## src/rtl/sfe_pkg.sv

```systemverilog
package sfe_pkg;

   typedef enum logic [1:0] {
      SC_4K   = 2'd0,
      SC_32K  = 2'd1,
      SC_64K  = 2'd2,
      SC_CHIP = 2'd3
   } scope_e;

   localparam logic [7:0] OP_WREN  = 8'h06;
   localparam logic [7:0] OP_RDSR  = 8'h05;
   localparam logic [7:0] OP_E4K   = 8'h20;
   localparam logic [7:0] OP_E32K  = 8'h52;
   localparam logic [7:0] OP_E64K  = 8'hD8;
   localparam logic [7:0] OP_CHIPA = 8'h60;
   localparam logic [7:0] OP_CHIPB = 8'hC7;

   localparam int ST_BUSY = 0;
   localparam int ST_WEL  = 1;
   localparam int ST_ERR  = 5;

   // opcode byte plus three address bytes
   localparam logic [2:0] FRAME_FULL = 3'd4;

   localparam int LOW_4K  = 12;
   localparam int LOW_32K = 15;
   localparam int LOW_64K = 16;

endpackage

```

## src/rtl/sfe_spi_front.sv

```systemverilog
module sfe_spi_front
   import sfe_pkg::*;
#(
   parameter int SYNC_STAGES = 2,
   parameter int ADDR_W      = 18
) (
   input  logic              clk,
   input  logic              rst_n,
   input  logic              sck,
   input  logic              csn,
   input  logic              mosi,
   input  logic [7:0]        status_byte,
   output logic              miso,
   output logic              frame_end,
   output logic              frame_aligned,
   output logic [2:0]        frame_bytes,
   output logic [7:0]        frame_op,
   output logic [ADDR_W-1:0] frame_addr
);

   if (ADDR_W < 8 || ADDR_W > 24) begin : g_bad_addr
      $error("sfe_spi_front: ADDR_W must lie in 8..24");
   end
   if (SYNC_STAGES < 0 || SYNC_STAGES > 4) begin : g_bad_sync
      $error("sfe_spi_front: SYNC_STAGES must lie in 0..4");
   end

   // bit order: {sck, csn, mosi}
   localparam logic [2:0] IDLE_VEC = 3'b010;

   logic [2:0] raw_vec, syn_vec;
   assign raw_vec = {sck, csn, mosi};

   if (SYNC_STAGES == 0) begin : g_nosync
      assign syn_vec = raw_vec;
   end else begin : g_sync
      logic [2:0] chain [SYNC_STAGES];
      always_ff @(posedge clk or negedge rst_n) begin
         if (!rst_n) begin
            for (int i = 0; i < SYNC_STAGES; i++) chain[i] <= IDLE_VEC;
         end else begin
            chain[0] <= raw_vec;
            for (int i = 1; i < SYNC_STAGES; i++) chain[i] <= chain[i-1];
         end
      end
      assign syn_vec = chain[SYNC_STAGES-1];
   end

   logic sck_s, csn_s, mosi_s;
   assign {sck_s, csn_s, mosi_s} = syn_vec;

   logic sck_q, csn_q;
   always_ff @(posedge clk or negedge rst_n) begin
      if (!rst_n) begin
         sck_q <= 1'b0;
         csn_q <= 1'b1;
      end else begin
         sck_q <= sck_s;
         csn_q <= csn_s;
      end
   end

   logic sck_rise, sck_fall;
   assign sck_rise  = sck_s & ~sck_q & ~csn_s;
   assign sck_fall  = ~sck_s & sck_q & ~csn_s;
   assign frame_end = csn_s & ~csn_q;

   logic [2:0] bit_cnt;
   logic [6:0] sh;
   logic [7:0] byte_in;
   assign byte_in = {sh, mosi_s};

   always_ff @(posedge clk or negedge rst_n) begin
      if (!rst_n) begin
         bit_cnt     <= '0;
         frame_bytes <= '0;
         sh          <= '0;
         frame_op    <= '0;
         frame_addr  <= '0;
      end else if (csn_s) begin
         bit_cnt     <= '0;
         frame_bytes <= '0;
      end else if (sck_rise) begin
         sh      <= byte_in[6:0];
         bit_cnt <= bit_cnt + 3'd1;
         if (bit_cnt == 3'd7) begin
            if (frame_bytes == 3'd0) begin
               frame_op <= byte_in;
            end else if (frame_bytes < FRAME_FULL) begin
               frame_addr <= ADDR_W'({frame_addr, byte_in});
            end
            if (frame_bytes != FRAME_FULL) frame_bytes <= frame_bytes + 3'd1;
         end
      end
   end

   assign frame_aligned = (bit_cnt == 3'd0);

   // status byte is (re)loaded on the falling edge that opens each byte slot
   logic       status_mode;
   logic [7:0] tx;
   assign status_mode = (frame_bytes != 3'd0) && (frame_op == OP_RDSR);

   always_ff @(posedge clk or negedge rst_n) begin
      if (!rst_n) begin
         tx <= '0;
      end else if (csn_s) begin
         tx <= '0;
      end else if (sck_fall) begin
         if (status_mode && bit_cnt == 3'd0) tx <= status_byte;
         else                                tx <= {tx[6:0], 1'b0};
      end
   end
   assign miso = tx[7];

   // counters are clear whenever the previous cycle saw chip select high
   a_r4_idle_counts_clear : assert property (@(posedge clk) disable iff (!rst_n)
      csn_q |-> (bit_cnt == 3'd0 && frame_bytes == 3'd0));

   // miso only moves on a falling edge or at frame release
   a_r8_miso_moves_on_fall : assert property (@(posedge clk) disable iff (!rst_n)
      (!$past(sck_fall) && !$past(csn_s)) |-> $stable(miso));

endmodule

```

## src/rtl/sfe_cmd_judge.sv

```systemverilog
module sfe_cmd_judge
   import sfe_pkg::*;
#(
   parameter int SECTORS = 4,
   parameter int ADDR_W  = 18
) (
   input  logic              clk,
   input  logic              rst_n,
   input  logic              frame_end,
   input  logic              frame_aligned,
   input  logic [2:0]        frame_bytes,
   input  logic [7:0]        frame_op,
   input  logic [ADDR_W-1:0] frame_addr,
   input  logic [SECTORS-1:0] sect_lock,
   input  logic              busy,
   output logic              wel,
   output logic              start,
   output scope_e            start_scope,
   output logic [ADDR_W-1:0] start_base
);

   localparam int SECT_W = $clog2(SECTORS);

   if (SECTORS < 2 || (1 << SECT_W) != SECTORS) begin : g_bad_sect
      $error("sfe_cmd_judge: SECTORS must be a power of two, at least 2");
   end
   if (ADDR_W - SECT_W < LOW_64K) begin : g_bad_split
      $error("sfe_cmd_judge: a sector must hold at least one 64K block");
   end

   localparam logic [ADDR_W-1:0] MASK_4K  = {ADDR_W{1'b1}} << LOW_4K;
   localparam logic [ADDR_W-1:0] MASK_32K = {ADDR_W{1'b1}} << LOW_32K;
   localparam logic [ADDR_W-1:0] MASK_64K = {ADDR_W{1'b1}} << LOW_64K;

   logic [SECT_W-1:0]  sect_idx;
   logic [SECTORS-1:0] sect_hit;
   assign sect_idx = frame_addr[ADDR_W-1 -: SECT_W];

   for (genvar s = 0; s < SECTORS; s++) begin : g_hit
      assign sect_hit[s] = sect_lock[s] && (sect_idx == SECT_W'(s));
   end

   logic hit_locked, any_locked;
   assign hit_locked = |sect_hit;
   assign any_locked = |sect_lock;

   logic              is_blk, is_chip;
   scope_e            blk_scope;
   logic [ADDR_W-1:0] blk_mask;

   always_comb begin
      is_blk    = 1'b1;
      blk_scope = SC_4K;
      blk_mask  = MASK_4K;
      case (frame_op)
         OP_E4K:  ;
         OP_E32K: begin blk_scope = SC_32K; blk_mask = MASK_32K; end
         OP_E64K: begin blk_scope = SC_64K; blk_mask = MASK_64K; end
         default: is_blk = 1'b0;
      endcase
   end
   assign is_chip = (frame_op == OP_CHIPA) || (frame_op == OP_CHIPB);

   logic blk_ok, chip_ok, judge;
   assign blk_ok  = frame_aligned && (frame_bytes == FRAME_FULL) && wel && !hit_locked;
   assign chip_ok = frame_aligned && wel && !any_locked;
   assign judge   = frame_end && !busy && (frame_bytes != 3'd0);

   always_ff @(posedge clk or negedge rst_n) begin
      if (!rst_n) begin
         wel         <= 1'b0;
         start       <= 1'b0;
         start_scope <= SC_4K;
         start_base  <= '0;
      end else begin
         start <= 1'b0;
         if (judge) begin
            if (frame_op == OP_WREN) begin
               if (frame_aligned) wel <= 1'b1;
            end else if (is_blk) begin
               wel <= 1'b0;
               if (blk_ok) begin
                  start       <= 1'b1;
                  start_scope <= blk_scope;
                  start_base  <= frame_addr & blk_mask;
               end
            end else if (is_chip) begin
               wel <= 1'b0;
               if (chip_ok) begin
                  start       <= 1'b1;
                  start_scope <= SC_CHIP;
                  start_base  <= '0;
               end
            end
         end
      end
   end

   a_r3_start_needs_wel : assert property (@(posedge clk) disable iff (!rst_n)
      start |-> $past(wel));

   a_r3_start_on_release : assert property (@(posedge clk) disable iff (!rst_n)
      start |-> $past(frame_end));

   a_r5_block_sector_open : assert property (@(posedge clk) disable iff (!rst_n)
      (start && start_scope != SC_CHIP) |-> !$past(hit_locked));

   a_r6_chip_all_open : assert property (@(posedge clk) disable iff (!rst_n)
      (start && start_scope == SC_CHIP) |-> ($past(sect_lock) == '0));

   a_r9_no_start_while_busy : assert property (@(posedge clk) disable iff (!rst_n)
      start |-> !busy);

   a_r9_wel_frozen_busy : assert property (@(posedge clk) disable iff (!rst_n)
      $past(busy) |-> $stable(wel));

endmodule

```

## src/rtl/sfe_erase_timer.sv

```systemverilog
module sfe_erase_timer
   import sfe_pkg::*;
#(
   parameter int T_4K   = 4000,
   parameter int T_32K  = 20000,
   parameter int T_64K  = 36000,
   parameter int T_CHIP = 120000
) (
   input  logic   clk,
   input  logic   rst_n,
   input  logic   start,
   input  scope_e scope,
   input  logic   fail_inject,
   output logic   busy,
   output logic   err
);

   if (T_4K < 1 || T_32K < 1 || T_64K < 1 || T_CHIP < 1) begin : g_bad_dur
      $error("sfe_erase_timer: every duration must be at least one cycle");
   end

   localparam int T_MAX_A = (T_4K > T_32K) ? T_4K : T_32K;
   localparam int T_MAX_B = (T_64K > T_CHIP) ? T_64K : T_CHIP;
   localparam int T_MAX   = (T_MAX_A > T_MAX_B) ? T_MAX_A : T_MAX_B;
   localparam int CNT_W   = $clog2(T_MAX + 1);

   logic [CNT_W-1:0] load_val, cnt;
   logic             inj_seen;

   always_comb begin
      unique case (scope)
         SC_4K:   load_val = CNT_W'(T_4K - 1);
         SC_32K:  load_val = CNT_W'(T_32K - 1);
         SC_64K:  load_val = CNT_W'(T_64K - 1);
         default: load_val = CNT_W'(T_CHIP - 1);
      endcase
   end

   always_ff @(posedge clk or negedge rst_n) begin
      if (!rst_n) begin
         busy     <= 1'b0;
         cnt      <= '0;
         err      <= 1'b0;
         inj_seen <= 1'b0;
      end else if (start && !busy) begin
         busy     <= 1'b1;
         cnt      <= load_val;
         err      <= 1'b0;
         inj_seen <= fail_inject;
      end else if (busy) begin
         if (cnt == '0) begin
            busy <= 1'b0;
            err  <= inj_seen | fail_inject;
         end else begin
            cnt      <= cnt - 1'b1;
            inj_seen <= inj_seen | fail_inject;
         end
      end
   end

   a_r7_busy_holds : assert property (@(posedge clk) disable iff (!rst_n)
      (busy && cnt != '0) |=> busy);

   a_r7_start_raises_busy : assert property (@(posedge clk) disable iff (!rst_n)
      (start && !busy) |=> busy);

   a_r10_err_moves_with_busy : assert property (@(posedge clk) disable iff (!rst_n)
      $stable(busy) |-> $stable(err));

endmodule

```

## src/rtl/sfe_erase_ctrl.sv

```systemverilog
module sfe_erase_ctrl
   import sfe_pkg::*;
#(
   parameter int SECTORS     = 4,
   parameter int ADDR_W      = 18,
   parameter int SYNC_STAGES = 2,
   parameter int T_4K        = 4000,
   parameter int T_32K       = 20000,
   parameter int T_64K       = 36000,
   parameter int T_CHIP      = 120000
) (
   input  logic               clk,
   input  logic               rst_n,
   input  logic               spi_sck,
   input  logic               spi_csn,
   input  logic               spi_mosi,
   output logic               spi_miso,
   input  logic [SECTORS-1:0] sector_lock,
   input  logic               fail_inject,
   output logic               erase_busy,
   output logic [1:0]         erase_scope,
   output logic [ADDR_W-1:0]  erase_base
);

   logic              f_end, f_aligned, wel, start, err;
   logic [2:0]        f_bytes;
   logic [7:0]        f_op, status_byte;
   logic [ADDR_W-1:0] f_addr;
   scope_e            st_scope;

   always_comb begin
      status_byte          = '0;
      status_byte[ST_BUSY] = erase_busy;
      status_byte[ST_WEL]  = wel;
      status_byte[ST_ERR]  = err;
   end

   sfe_spi_front #(
      .SYNC_STAGES (SYNC_STAGES),
      .ADDR_W      (ADDR_W)
   ) u_front (
      .clk           (clk),
      .rst_n         (rst_n),
      .sck           (spi_sck),
      .csn           (spi_csn),
      .mosi          (spi_mosi),
      .status_byte   (status_byte),
      .miso          (spi_miso),
      .frame_end     (f_end),
      .frame_aligned (f_aligned),
      .frame_bytes   (f_bytes),
      .frame_op      (f_op),
      .frame_addr    (f_addr)
   );

   sfe_cmd_judge #(
      .SECTORS (SECTORS),
      .ADDR_W  (ADDR_W)
   ) u_judge (
      .clk           (clk),
      .rst_n         (rst_n),
      .frame_end     (f_end),
      .frame_aligned (f_aligned),
      .frame_bytes   (f_bytes),
      .frame_op      (f_op),
      .frame_addr    (f_addr),
      .sect_lock     (sector_lock),
      .busy          (erase_busy),
      .wel           (wel),
      .start         (start),
      .start_scope   (st_scope),
      .start_base    (erase_base)
   );

   sfe_erase_timer #(
      .T_4K   (T_4K),
      .T_32K  (T_32K),
      .T_64K  (T_64K),
      .T_CHIP (T_CHIP)
   ) u_timer (
      .clk         (clk),
      .rst_n       (rst_n),
      .start       (start),
      .scope       (st_scope),
      .fail_inject (fail_inject),
      .busy        (erase_busy),
      .err         (err)
   );

   assign erase_scope = st_scope;

   // the latch never reads set while the array is busy
   a_r7_busy_hides_wel : assert property (@(posedge clk) disable iff (!rst_n)
      erase_busy |-> !wel);

   // the reported region only changes when a new erase is accepted
   a_r9_region_stable_busy : assert property (@(posedge clk) disable iff (!rst_n)
      $past(erase_busy) |-> ($stable(erase_base) && $stable(erase_scope)));

endmodule

```

## config.mk

```make
export PLATFORM = sky130hd
export DESIGN_NAME = sfe_erase_ctrl
export DESIGN_NICKNAME = d
export VERILOG_FILES = /design/src/rtl/sfe_pkg.sv /design/src/rtl/sfe_spi_front.sv /design/src/rtl/sfe_cmd_judge.sv /design/src/rtl/sfe_erase_timer.sv /design/src/rtl/sfe_erase_ctrl.sv
export SDC_FILE = /design/constraint.sdc
export NUM_CORES = 1
export LEC_CHECK = 0
export BUFFER_PORTS_ARGS = -buffer_cell sky130_fd_sc_hd__buf_2
export CAP_MARGIN = 10
export CORE_UTILIZATION = 50
export DETAILED_ROUTE_END_ITERATION = 8
export MAX_ROUTING_LAYER = met4
export PLACE_DENSITY = 0.76
export SKIP_CTS_REPAIR_TIMING = 1
export SLEW_MARGIN = 10
export SYNTH_ARGS = -nofsm -noshare
export SYNTH_HDL_FRONTEND = slang
export SYNTH_SLANG_ARGS = --single-unit
export TNS_END_PERCENT = 100
```

## constraint.sdc

```tcl
create_clock -name clk -period 4.3 [get_ports clk]
set_input_delay 0.86 -clock clk [delete_from_list [all_inputs] [get_ports clk]]
set_output_delay 0.86 -clock clk [all_outputs]
set_load 0.005 [all_outputs]
```

==> impl_metrics.env <==
export IMPL_coreArea_mm2=0.007331
export IMPL_synth_edf_count=0
export IMPL_whs_ns=0.3513
export IMPL_finalNonFillerCells=465
export IMPL_start_util=0.5245
export IMPL_cp_start_kind="flop"
export IMPL_arrival_ns=2.61
export IMPL_cts_tree="done"
export IMPL_cts_inserted_buffers=9
export IMPL_setup_viol=0
export IMPL_antenna_found_initial=0
export IMPL_crit_slowest_cell="dfrtp_1"
export IMPL_fp_dieH_um=89.69
export IMPL_final_core_util=0.5718
export IMPL_seq_area_mm2=0.002031
export IMPL_status="finished, final reports clean"
export IMPL_grt_pass1_wl_mm=12.43
export IMPL_num_fill_cells=607
export IMPL_synth_seq_cells=81
export IMPL_place_inst=449
export IMPL_drt_wl_total_mm=7.147
export IMPL_path_class="flop to flop"
export IMPL_fmax_ghz=0.4239
export IMPL_clkSlewWorstSetupHoldPaths_ns=0.08
export IMPL_drt_iter0_drc=120
export IMPL_clock_sinks=81
export IMPL_synth_cell_types=64
export IMPL_grt_pass1_vias=2673
export IMPL_clock_path_buffers=2
export IMPL_rsz0062_at_grt="false"
export IMPL_nets=377
export IMPL_placed_area_mm2=0.003990
export IMPL_drc=0
export IMPL_worst_slack_ns=1.941
export IMPL_path_cells="inv_1 > ha_1 > or3b_1 > nor3_1 > nand2_1 > o21bai_1 > inv_2 > a22o_1"
export IMPL_globalplace_congestion=0.8905
export IMPL_avgSynthCellArea_um2=11.34
export IMPL_multi_input_area_mm2=0.001670
export IMPL_clockRootBuffer="clkbuf_8"
export IMPL_power_total_mw=1.438
export IMPL_finalSetupTns_ns=0
export IMPL_slew_violations=0
export IMPL_die_w_um=89.69
export IMPL_p_leak_nw=1.966
export IMPL_hold_class="flop to flop"
export IMPL_final_period_utilization=0.5487
export IMPL_portBuffers=19
export IMPL_powerDensity_mw_per_mm2=343.2
export IMPL_wl_per_cell_um=15.37
export IMPL_area_growth_pct=9.014
export IMPL_maxCapViolCount=0
export IMPL_ioPinCount=32
export IMPL_relSlewSlack=0.3373
export IMPL_peakVddDrop_v=0.0002811
export IMPL_worst_slew_pin_slew_ns=0.9940
export IMPL_vias_per_cell=5.652
export IMPL_ant_nets=0
export IMPL_yosysWarnings=0
export IMPL_syn_area_mm2=0.003845
export IMPL_route_vias_total=2628
export IMPL_fin_skew_ns=0.01069
export IMPL_clk_latency_ns=0.36
export IMPL_synthCells=339
export IMPL_detailed_place_hpwl_mm=5.061
export IMPL_ys_seq_area_frac=0.5281
export IMPL_design_area_mm2=0.004192
export IMPL_critPathCaptureType="flop"
export IMPL_first_pass_iters=4
export IMPL_final_cell_mix="dfrtp_1 (78), mux2_1 (29), nand2_1 (24)"
export IMPL_period_minus_slack_ns=2.359
export IMPL_place_ws_ns=1.738
export IMPL_required_ns=4.55
export IMPL_grt_max_degree=82
export IMPL_drive_gt1_frac=0.1475
export IMPL_synthArstFlopShare=1.000
export IMPL_grt_use_total=0.2151
export IMPL_crit_path_max_fanout=5
export IMPL_diodes=0
export IMPL_grt_remaining_overflow=0
export IMPL_synthFlopType="dfrtp_1"
export IMPL_hold_violations=0
export IMPL_die_area_mm2=0.008044
export IMPL_row_count=31
export IMPL_h_tree_depth=3
export IMPL_critPathMaxStageDelay_ns=0.43
export IMPL_layout_commonest_cell="dfrtp_1"
registers in the layout (all words and copies together) (netlist names):
signal / flops
u_front.frame_addr: 14
u_front.sck_q: 1
u_judge.start: 1
u_front.syn_vec: 3
u_judge.start_base: 6
u_front.frame_bytes: 3
u_front.tx: 8
u_timer.err: 1
u_judge.wel: 1
u_judge.start_scope: 2
u_timer.busy: 1
u_front.sh: 7
u_front.csn_q: 1
u_timer.cnt: 17
u_front.bit_cnt: 3
u_front.g_sync.chain: 3
u_front.frame_op: 8
u_timer.inj_seen: 1
routing by layer:
metal,part of all wire,wire (µm),track usage
met5,0,0,-
met4,0.021,148,0.09235
met3,0.037,263,0.04936
met2,0.51,3680,0.3733
met1,0.43,3054,0.2373
worst max-delay path: cells and delay by family (launching register included):
family / cells / cell delay, ns
and+or+nand+nor: 3 / 0.91
AOI/OAI and AO/OA: 2 / 0.55
DFF: 1 / 0.43
adders and majority gates: 1 / 0.20
buffers and inverters: 2 / 0.17
power by group:
group,internal (mW),switching [mW],total [mW],leakage [nW]
sequential,0.794,0.0272,0.821,1.06
combinational,0.0233,0.0335,0.0568,0.810
clock,0.273,0.288,0.561,0.100
final cells by class:
class | count | area share
clock inverters | 7 | 0.01851
multi-input cells | 232 | 0.3985
inverters | 18 | 0.01612
flip-flops and latches | 81 | 0.4845
repair buffers | 19 | 0.02328
clock buffers | 9 | 0.02955
well taps | 99 | 0.02955
cell usage after synthesis (all sizes together) (2+ instances only):
cell type	n	area (µm²)
xor2	2	17.52
nand4b	2	17.52
nand3	6	30.03
nand3b	4	30.03
a2111oi	2	37.54
a211oi	3	22.52
or3b	3	28.78
a22o	7	61.31
o21ai	19	98.84
nor2	19	71.32
mux2	30	341.6
o31ai	2	15.01
o311ai	2	17.52
o2bb2ai	3	26.28
dfrtp	78	1952
nor4	10	62.56
clkbuf	6	22.52
or4	6	48.80
nor3	12	76.33
mux2i	9	90.09
o211ai	3	22.52
nand2b	3	21.27
dfstp	3	78.83
inv	18	67.57
buf	13	95.09
nand2	25	96.35
ha	6	75.07
a21oi	14	81.33
nor2b	6	37.54
xnor2	3	26.28
final timing paths:
path	from	to	slack, ns	cells past startpoint
min reg2reg	u_front.g_sync.chain[5]	u_front.syn_vec[2]	0.35	0
max in group asynchronous	rst_n	u_front.tx[4]	2.99	1
max reg2reg	u_timer.cnt[0]	u_timer.inj_seen	1.94	8
max	u_timer.cnt[0]	u_timer.inj_seen	1.94	8
min in group asynchronous	rst_n	u_timer.cnt[13]	0.62	1
min	u_front.g_sync.chain[5]	u_front.syn_vec[2]	0.35	0
logic make-up (layout without fill, tap and decap cells):
kind of cell | after synthesis | in the layout | synth area share
buffers and inverters | 37 | 53 | 0.04816
DFF | 81 | 81 | 0.5281
xor gates and xnor gates | 5 | 5 | 0.01139
AOI/OAI and AO/OA | 64 | 64 | 0.1185
other | 1 | 12 | 0.0009753
muxes | 40 | 40 | 0.1181
and+or+nand+nor | 105 | 105 | 0.1552
adders and majority gates | 6 | 6 | 0.01952
Note: power is estimated with default switching activity, not from simulation.
